[src/rtl/dcu_pkg.sv]
package dcu_pkg;

    localparam int CFG_W = 12;

    // Bit positions of the control word (decoded by software and neighbours)
    localparam int B_RDSEL = 11;
    localparam int B_LOAD  = 10;
    localparam int B_SRST  = 9;
    localparam int B_PDA   = 8;
    localparam int B_PDB   = 7;
    localparam int B_CEN   = 6;
    localparam int B_BUSY  = 5;
    localparam int B_GA    = 4;
    localparam int B_GB    = 3;

    // Stored, writable part of the control word
    typedef struct packed {
        logic rdsel;
        logic pd_a;
        logic pd_b;
        logic corr_en;
        logic gain_a;
        logic gain_b;
    } cfg_t;

    localparam cfg_t CFG_RST = '{rdsel: 1'b1, default: 1'b0};

    // Assemble the readback word from stored fields and live status
    function automatic logic [CFG_W-1:0] cfg_to_word(
        input cfg_t c,
        input logic load_pend,
        input logic srst,
        input logic busy
    );
        logic [CFG_W-1:0] w;
        w          = '0;
        w[B_RDSEL] = c.rdsel;
        w[B_LOAD]  = load_pend;
        w[B_SRST]  = srst;
        w[B_PDA]   = c.pd_a;
        w[B_PDB]   = c.pd_b;
        w[B_CEN]   = c.corr_en;
        w[B_BUSY]  = c.corr_en & busy;
        w[B_GA]    = c.gain_a;
        w[B_GB]    = c.gain_b;
        return w;
    endfunction

endpackage

[src/rtl/dcu_cfg_reg.sv]
module dcu_cfg_reg
    import dcu_pkg::*;
(
    input  logic             clk,
    input  logic             rst,
    input  logic             cfg_wr,
    input  logic [CFG_W-1:0] cfg_wdata,
    output cfg_t             cfg_q,
    output logic             ofs_a_q,
    output logic             ofs_b_q,
    output logic             srst_q
);

    logic int_rst;
    cfg_t cfg_d;
    logic unused_wbits;

    assign int_rst      = rst | srst_q;
    assign unused_wbits = ^{cfg_wdata[B_LOAD], cfg_wdata[B_BUSY], cfg_wdata[2:0]};

    always_comb begin
        cfg_d         = cfg_q;
        if (cfg_wr) begin
            cfg_d.rdsel   = cfg_wdata[B_RDSEL];
            cfg_d.pd_a    = cfg_wdata[B_PDA];
            cfg_d.pd_b    = cfg_wdata[B_PDB];
            cfg_d.corr_en = cfg_wdata[B_CEN];
            cfg_d.gain_a  = cfg_wdata[B_GA];
            cfg_d.gain_b  = cfg_wdata[B_GB];
        end
    end

    always_ff @(posedge clk) begin
        if (int_rst) begin
            cfg_q   <= CFG_RST;
            ofs_a_q <= 1'b0;
            ofs_b_q <= 1'b0;
        end else begin
            cfg_q   <= cfg_d;
            ofs_a_q <= cfg_wr && (cfg_wdata[B_GA] != cfg_q.gain_a);
            ofs_b_q <= cfg_wr && (cfg_wdata[B_GB] != cfg_q.gain_b);
        end
    end

    // Soft reset request lives one cycle, then resets everything else
    always_ff @(posedge clk) begin
        if (rst) srst_q <= 1'b0;
        else     srst_q <= cfg_wr && cfg_wdata[B_SRST] && !srst_q;
    end

endmodule

[src/rtl/dcu_dirty_bank.sv]
module dcu_dirty_bank #(
    parameter int NUM_CH = 8,
    parameter int CH_W   = $clog2(NUM_CH)
) (
    input  logic              clk,
    input  logic              rst,
    input  logic              set_en,
    input  logic [CH_W-1:0]   set_idx,
    input  logic              clr_all,
    output logic [NUM_CH-1:0] dirty_q
);

    for (genvar i = 0; i < NUM_CH; i++) begin : g_ch
        logic hit;
        assign hit = set_en && (set_idx == CH_W'(i));
        always_ff @(posedge clk) begin
            if (rst) dirty_q[i] <= 1'b0;
            else     dirty_q[i] <= (dirty_q[i] & ~clr_all) | hit;
        end
    end

endmodule

[src/rtl/dcu_load_seq.sv]
module dcu_load_seq #(
    parameter int NUM_CH = 8,
    parameter int CH_W   = $clog2(NUM_CH)
) (
    input  logic              clk,
    input  logic              rst,
    input  logic              ldac_n,
    input  logic              ld_bit_wr,
    input  logic              corr_en,
    input  logic              corr_busy,
    input  logic              ch_wr,
    input  logic [CH_W-1:0]   ch_idx,
    output logic              pend_q,
    output logic [NUM_CH-1:0] dirty_q,
    output logic [NUM_CH-1:0] ld_strobe_q
);

    logic ldac_q;
    logic ldac_fall;
    logic req;
    logic hold;
    logic issue;

    always_ff @(posedge clk) ldac_q <= ldac_n;

    assign ldac_fall = ldac_q & ~ldac_n;
    assign req       = (ld_bit_wr & ldac_n) | ldac_fall;
    assign hold      = corr_en & corr_busy;
    assign issue     = pend_q & ~hold;

    always_ff @(posedge clk) begin
        if (rst) begin
            pend_q      <= 1'b0;
            ld_strobe_q <= '0;
        end else begin
            pend_q      <= req | (pend_q & ~issue);
            ld_strobe_q <= issue ? dirty_q : '0;
        end
    end

    dcu_dirty_bank #(.NUM_CH(NUM_CH), .CH_W(CH_W)) u_dirty (
        .clk     (clk),
        .rst     (rst),
        .set_en  (ch_wr),
        .set_idx (ch_idx),
        .clr_all (issue),
        .dirty_q (dirty_q)
    );

endmodule

[src/rtl/dac_cfg_ctrl.sv]
module dac_cfg_ctrl
    import dcu_pkg::*;
#(
    parameter int NUM_CH = 8,
    localparam int CH_W  = $clog2(NUM_CH)
) (
    input  logic              clk,
    input  logic              rst,
    input  logic              cfg_wr,
    input  logic [CFG_W-1:0]  cfg_wdata,
    output logic [CFG_W-1:0]  cfg_rdata,
    input  logic              ch_wr,
    input  logic [CH_W-1:0]   ch_idx,
    input  logic              ldac_n,
    input  logic              corr_busy,
    output logic [NUM_CH-1:0] ld_strobe,
    output logic              pd_grp_a,
    output logic              pd_grp_b,
    output logic              gain_sel_a,
    output logic              gain_sel_b,
    output logic              ofs_reload_a,
    output logic              ofs_reload_b,
    output logic              soft_rst_pulse,
    output logic              rd_from_dac,
    output logic              corr_en
);

    cfg_t              cfg_q;
    logic              srst_q;
    logic              int_rst;
    logic              load_pend;
    logic [NUM_CH-1:0] dirty_q;

    assign int_rst = rst | srst_q;

    dcu_cfg_reg u_cfg (
        .clk       (clk),
        .rst       (rst),
        .cfg_wr    (cfg_wr),
        .cfg_wdata (cfg_wdata),
        .cfg_q     (cfg_q),
        .ofs_a_q   (ofs_reload_a),
        .ofs_b_q   (ofs_reload_b),
        .srst_q    (srst_q)
    );

    dcu_load_seq #(.NUM_CH(NUM_CH), .CH_W(CH_W)) u_seq (
        .clk         (clk),
        .rst         (int_rst),
        .ldac_n      (ldac_n),
        .ld_bit_wr   (cfg_wr & cfg_wdata[B_LOAD]),
        .corr_en     (cfg_q.corr_en),
        .corr_busy   (corr_busy),
        .ch_wr       (ch_wr),
        .ch_idx      (ch_idx),
        .pend_q      (load_pend),
        .dirty_q     (dirty_q),
        .ld_strobe_q (ld_strobe)
    );

    assign cfg_rdata      = cfg_to_word(cfg_q, load_pend, srst_q, corr_busy);
    assign pd_grp_a       = cfg_q.pd_a;
    assign pd_grp_b       = cfg_q.pd_b;
    assign gain_sel_a     = cfg_q.gain_a;
    assign gain_sel_b     = cfg_q.gain_b;
    assign rd_from_dac    = cfg_q.rdsel;
    assign corr_en        = cfg_q.corr_en;
    assign soft_rst_pulse = srst_q;

endmodule

[config.mk]
export PLATFORM = sky130hd
export DESIGN_NAME = dac_cfg_ctrl
export DESIGN_NICKNAME = d
export VERILOG_FILES = /design/src/rtl/dcu_pkg.sv /design/src/rtl/dcu_cfg_reg.sv /design/src/rtl/dcu_dirty_bank.sv /design/src/rtl/dcu_load_seq.sv /design/src/rtl/dac_cfg_ctrl.sv
export SDC_FILE = /design/constraint.sdc
export NUM_CORES = 1
export LEC_CHECK = 0
export ABC_CLOCK_PERIOD_IN_PS = 1580
export BUFFER_PORTS_ARGS = -buffer_cell sky130_fd_sc_hd__buf_2
export CAP_MARGIN = 10
export CELL_PAD_IN_SITES_DETAIL_PLACEMENT = 0
export CELL_PAD_IN_SITES_GLOBAL_PLACEMENT = 1
export CORE_MARGIN = 2
export CORE_UTILIZATION = 35
export DETAILED_ROUTE_END_ITERATION = 16
export HOLD_SLACK_MARGIN = 0.08
export PLACE_DENSITY_LB_ADDON = 0.1
export SYNTH_ARGS = -nofsm -noshare
export SYNTH_HDL_FRONTEND = slang
export SYNTH_SLANG_ARGS = --single-unit
[constraint.sdc]
create_clock -name clk -period 1.58 [get_ports clk]
set_input_delay 0.237 -clock clk [delete_from_list [all_inputs] [get_ports clk]]
set_output_delay 0.237 -clock clk [all_outputs]
set_load 0.01 [all_outputs]
# ---- Word-level counts from Yosys, hierarchy flattened
# Cells that the tools add are included.
dict set report word_totals {
  mem_bits_rw 0
  out_inout_bits 29
  memories 0
  romBits 0
  inputBits 21
  reg_bits 27
  latchBits 0
  elab_cells 72
}
dict set report op_classes {
  multipliers 0
  n_reduce_logical 15
  add_sub_neg 0
  bitwise_logic 28
  magnitude_cmp 0
  shifts 0
  n_eq_ne 9
  n_mux 0
  div 0
}
# operator n
set op_table {}
lappend op_table {{$and A1 B1 Y1} 14}
lappend op_table {{$eq A3 B3 Y1 const B} 4}
lappend op_table {{$logic_and A1 B1 Y1} 12}
lappend op_table {{$or A1 B1 Y1} 11}
lappend op_table {{$eq A3 B2 Y1 const B} 2}
lappend op_table {{$eq A3 B1 Y1 const B} 1}
lappend op_table {{$logic_not A3 Y1} 1}
lappend op_table {{$not A1 Y1} 3}
lappend op_table {{$ne A1 B1 Y1} 2}
lappend op_table {{$reduce_or A2 Y1} 1}
lappend op_table {{$logic_not A1 Y1} 1}

# ---- Logic depth before layout (Yosys ltp)
dict set report logic_depth {
  depth_word 6
  mapped_depth 4
  depth_no_buf 3
}

# ---- Modules after synthesis
# Synthesis repeated with hierarchy kept, for this count alone.
dict set report hier_totals {
  hier_cells 102
  area_unflattened_um2 1108.6
}
# mod seq_area_each_um2 area_each_um2 cells_each n_inst
set modules_own_cells {}
lappend modules_own_cells {dcu_load_seq 200.2 350.3 25 1}
lappend modules_own_cells {dcu_dirty_bank 160.2 330.3 33 1}
lappend modules_own_cells {dcu_cfg_reg 180.2 322.8 29 1}
lappend modules_own_cells {dac_cfg_ctrl 0.0 105.1 15 1}

# ---- Worst setup path before layout
# No wires, ideal clock.
dict set report synth_path {
  path_kind {flip-flop to flip-flop}
  startpoint {register u_cfg.srst_q}
  endpoint {register u_seq.ld_strobe_q[0]}
  path_slack_ps 582
  stages_incl_launch_ff 5
  n_path_buf 1
  t_arrival_ps 939
  setup_time_ps 59
  required_time_ps 1521
  period_less_slack_ps 998
  cell_sequence {dfxtp_1 -> or2_1 -> buf_6 -> nor2_8 -> and2_1}
}
dict set report synth_via {
  elab_chain_cells 2
}
# element line
set synth_rtl {}
lappend synth_rtl {{start, declared} dcu_cfg_reg.sv:11} ;# output logic srst_q
lappend synth_rtl {{start signal, assigned} dcu_cfg_reg.sv:48} ;# else srst_q <= cfg_wr && cfg_wdata[B_SRST] && !srst_q;
lappend synth_rtl {{$or A1 B1 Y1} dac_cfg_ctrl.sv:34} ;# assign int_rst = rst | srst_q;
lappend synth_rtl {{$reduce_or A2 Y1 (no line)} n/a}
lappend synth_rtl {{end signal, assigned} dcu_load_seq.sv:37} ;# ld_strobe_q <= issue ? dirty_q : '0;
lappend synth_rtl {{end, declared} dcu_load_seq.sv:15} ;# output logic [NUM_CH-1:0] ld_strobe_q
# Every way passes these cells.
# A chain may end at the register's enable or synchronous reset.

# ---- Final worst setup path
dict set report layout_path {
  startpoint {register, netlist name u_cfg.cfg_q[2]}
  endpoint {output port cfg_rdata[5]}
}
dict set report layout_via {
  elab_chain_cells 1
}
# element line
set layout_rtl {}
lappend layout_rtl {{$and A1 B1 Y1} dcu_pkg.sv:43} ;# w[B_BUSY] = c.corr_en & busy;
lappend layout_rtl {{end, declared} dac_cfg_ctrl.sv:11} ;# output logic [CFG_W-1:0] cfg_rdata,
# Every way passes these cells.

==> flow_metrics.py <==
metrics = {
    "route": {
        "routed-via-count": 747,
        "drtPass1Iterations": 9,
        "wl_mm": 1.81,
        "drtAntennaViolNets": 0,
        "vias_per_cell": 4.50,
        "drc": 1,
        "drtIter0Drc": 11,
        "wire_per_inst_um": 10.9,
    },
    "layout": {
        "n_fill_cell": 300,
        "drive_above_1_share_pct": 39.3,
        "num_antenna_cells": 0,
        "nNetsFinal": 157,
        "final_area_sq_um": 1220,
        "area_growth_pct": 16.7,
    },
    "power_and_ir_drop": {
        "power.leakage_nw": 0.602,
        "ir_worst_vdd_v": 0.000296,
        "power_mw": 1.14,
        "powerDensity_nw_per_um2": 936,
    },
    "timing": {
        "tns_ps": 0,
        "setup_violations": 0,
        "min_period_ps": 1240,
        "finalCritPeriodShare_pct": 78.4,
        "finClkSkew_ps": 0.635,
        "finalHoldViolCount": 0,
        "drv_slew": 0,
        "clock.fmax_ghz": 0.807,
        "rsz0062_at_grt": "false",
    },
    "worst_hold_path": {
        "min_path_type": "in2reg",
        "hold_depth": 3,
    },
    "worst_setup_path": {
        "crit_type": "reg2out",
        "cp.arrival_ps": 1000,
        "cpLargestDelayFamily": "flip-flops",
        "cp_max_fo": 5,
        "rr_worst_depth": 3,
        "end_kind": "output port",
        "cp_slowest_cell": "dfxtp_1",
        "startpoint_type": "flop",
        "cp.depth": 2,
        "worst_path_largest_cell_delay_ps": 400,
        "crit_required_ps": 1340,
        "cp_cell_sequence": "and2_1 -> buf_2",
        "critical_path_buf_inv_count": 1,
    },
    "global_routing": {
        "grt_start_max_net_pins": 15,
        "antenna_found_initial": 0,
        "grt_pass1_vias": 729,
        "gr-usage-all-layers_pct": 11.1,
        "grt_pass1_wl_mm": 2.96,
        "gr-total-overflow": 0,
    },
    "logic_synthesis": {
        "synth_edf_count": 0,
        "avgSynthCellArea_sq_um": 10.5,
        "async_flop_share_pct": 0,
        "synth_top_flop_cell": "dfxtp_1",
        "ys_top_cells_by_count": "dfxtp_1, buf_4, nor2_1",
        "synth.area.top_cells": "dfxtp_1, buf_4, mux2i_1",
        "syn_inst": 100,
        "synth_warnings": 0,
        "synth_area_leader_cell": "dfxtp_1",
        "synth-seq-cells": 27,
        "synth_top_cell_area_share_pct": 51.7,
        "ys_seq_area_share_pct": 51.7,
        "ys_types": 22,
        "netlist_area_sq_um": 1050,
        "synth.most_common_cell": "dfxtp_1",
    },
    "clock_tree": {
        "cts_made_buffers": 3,
        "clk_path_buf_depth": 2,
        "cts_resized": 0,
        "post_cts_buffers": 0,
        "cts_htree_levels": 1,
        "cts_num_sinks": 27,
        "tritoncts": "built",
        "clk_latency_ps": 310,
        "path_clk_slew_ps": 130,
        "postCtsHoldBufs": 1,
        "cts-root-buf": "clkbuf_4",
    },
    "floorplanning": {
        "die_x_um": 58.7,
        "core.rowCount": 19,
        "io_pins": 50,
        "initial_core_util_pct": 37.3,
        "core-area_sq_um": 2810,
        "fp.dieH_um": 58.7,
        "dieArea_sq_um": 3440,
    },
    "placed_design": {
        "dp_hpwl_mm": 1.38,
        "portBuffers": 42,
        "dpl-instance-area_sq_um": 1180,
        "gp_congestion": 0.685,
    },
    "status": {
        "status": "complete, but fails checks",
        "violations": "design-rule violations",
    },
    "flow_run": {
        "cap_viol_max_count": 0,
    },
}
state kept, by name (all words and copies together) (netlist names):
signal	cells
u_cfg.srst_q	1
u_cfg.cfg_q	6
u_seq.u_dirty.dirty_q	8
u_cfg.ofs_a_q	1
u_cfg.ofs_b_q	1
u_seq.ld_strobe_q	8
u_seq.pend_q	1
u_seq.ldac_q	1
path summary, 6_finish.rpt:
check	end	startpoint	slack [ps]
worst min-delay path	u_cfg.cfg_q[5]$_SDFFE_PP1P_	rst	120
worst min register to register	u_seq.pend_q$_SDFF_PP0_	u_seq.pend_q$_SDFF_PP0_	470
worst max register to register	u_seq.ld_strobe_q[0]$_SDFF_PP0_	u_cfg.cfg_q[2]$_SDFFE_PP0P_	460
worst max-delay path	cfg_rdata[5]	u_cfg.cfg_q[2]$_SDFFE_PP0P_	340
power by group:
part | internal, mW | switching (mW)
sequential | 0.703 | 0.0130
combinational | 0.0656 | 0.0800
clock | 0.0985 | 0.183
total | 0.867 | 0.276
cells in the final DEF (no fill, tap or decap):
| master | netlist | routed |
|---|---|---|
| clkbuf_4 | 0 | 3 |
| and2_1 | 9 | 9 |
| buf_4 | 12 | 2 |
| conb_1 | 1 | 3 |
| dlygate4sd3_1 | 0 | 1 |
| a21bo_1 | 1 | 1 |
| clkbuf_1 | 0 | 1 |
| nand2_1 | 4 | 4 |
| a21oi_1 | 2 | 2 |
| or2_1 | 1 | 1 |
| dfxtp_1 | 27 | 27 |
| nor2b_1 | 4 | 4 |
| nor2_2 | 5 | 5 |
| a22oi_1 | 3 | 3 |
| nor2_1 | 11 | 11 |
| mux2i_1 | 6 | 6 |
| nor2_8 | 1 | 1 |
| a31oi_1 | 1 | 1 |
| and3_1 | 1 | 1 |
| nand4_1 | 1 | 1 |
| a32oi_1 | 4 | 4 |
| buf_2 | 1 | 42 |
| xnor2_1 | 2 | 2 |
logic make-up after synthesis:
group | synth area share (%)
other | 0.359
buffers and inverters | 12.7
DFF | 51.7
and+or+nand+nor | 19.9
AOI/OAI and AO/OA | 8.01
xor gates and xnor gates | 1.67
muxes | 5.74
metrics by stage:
step	setup slack, ps	hold WS [ps]	utilization (%)	std cells
2_1_floorplan	582	265	-	102
4_1_cts	315	108	43.5	166
3_3_place_gp	470	368	42.2	161
6_report	341	125	43.5	166
5_1_grt	259	127	43.5	166
3_5_place_dp	465	373	42.2	161
metal layers:
metal	track usage, %	part of all wire [%]
met1	13.1	44
met3	3.30	8.2
met2	18.6	47
met5	0	0
met4	4.87	0.94
layout make-up:
type / count / area, sq um / share of cell area (%)
tap: 31 / 38.8 / 3.18
clock buffer: 4 / 26.3 / 2.15
timing repair buffer: 45 / 235 / 19.3
multi-input combinational: 59 / 380 / 31.1
sequential: 27 / 541 / 44.3
worst register-to-register path: stages (launching register included):
cell and delay, ps:
dfxtp_1 400, a21bo_1 390, nor2_8 70, and2_1 170
(Power assumes the default switching activity.)
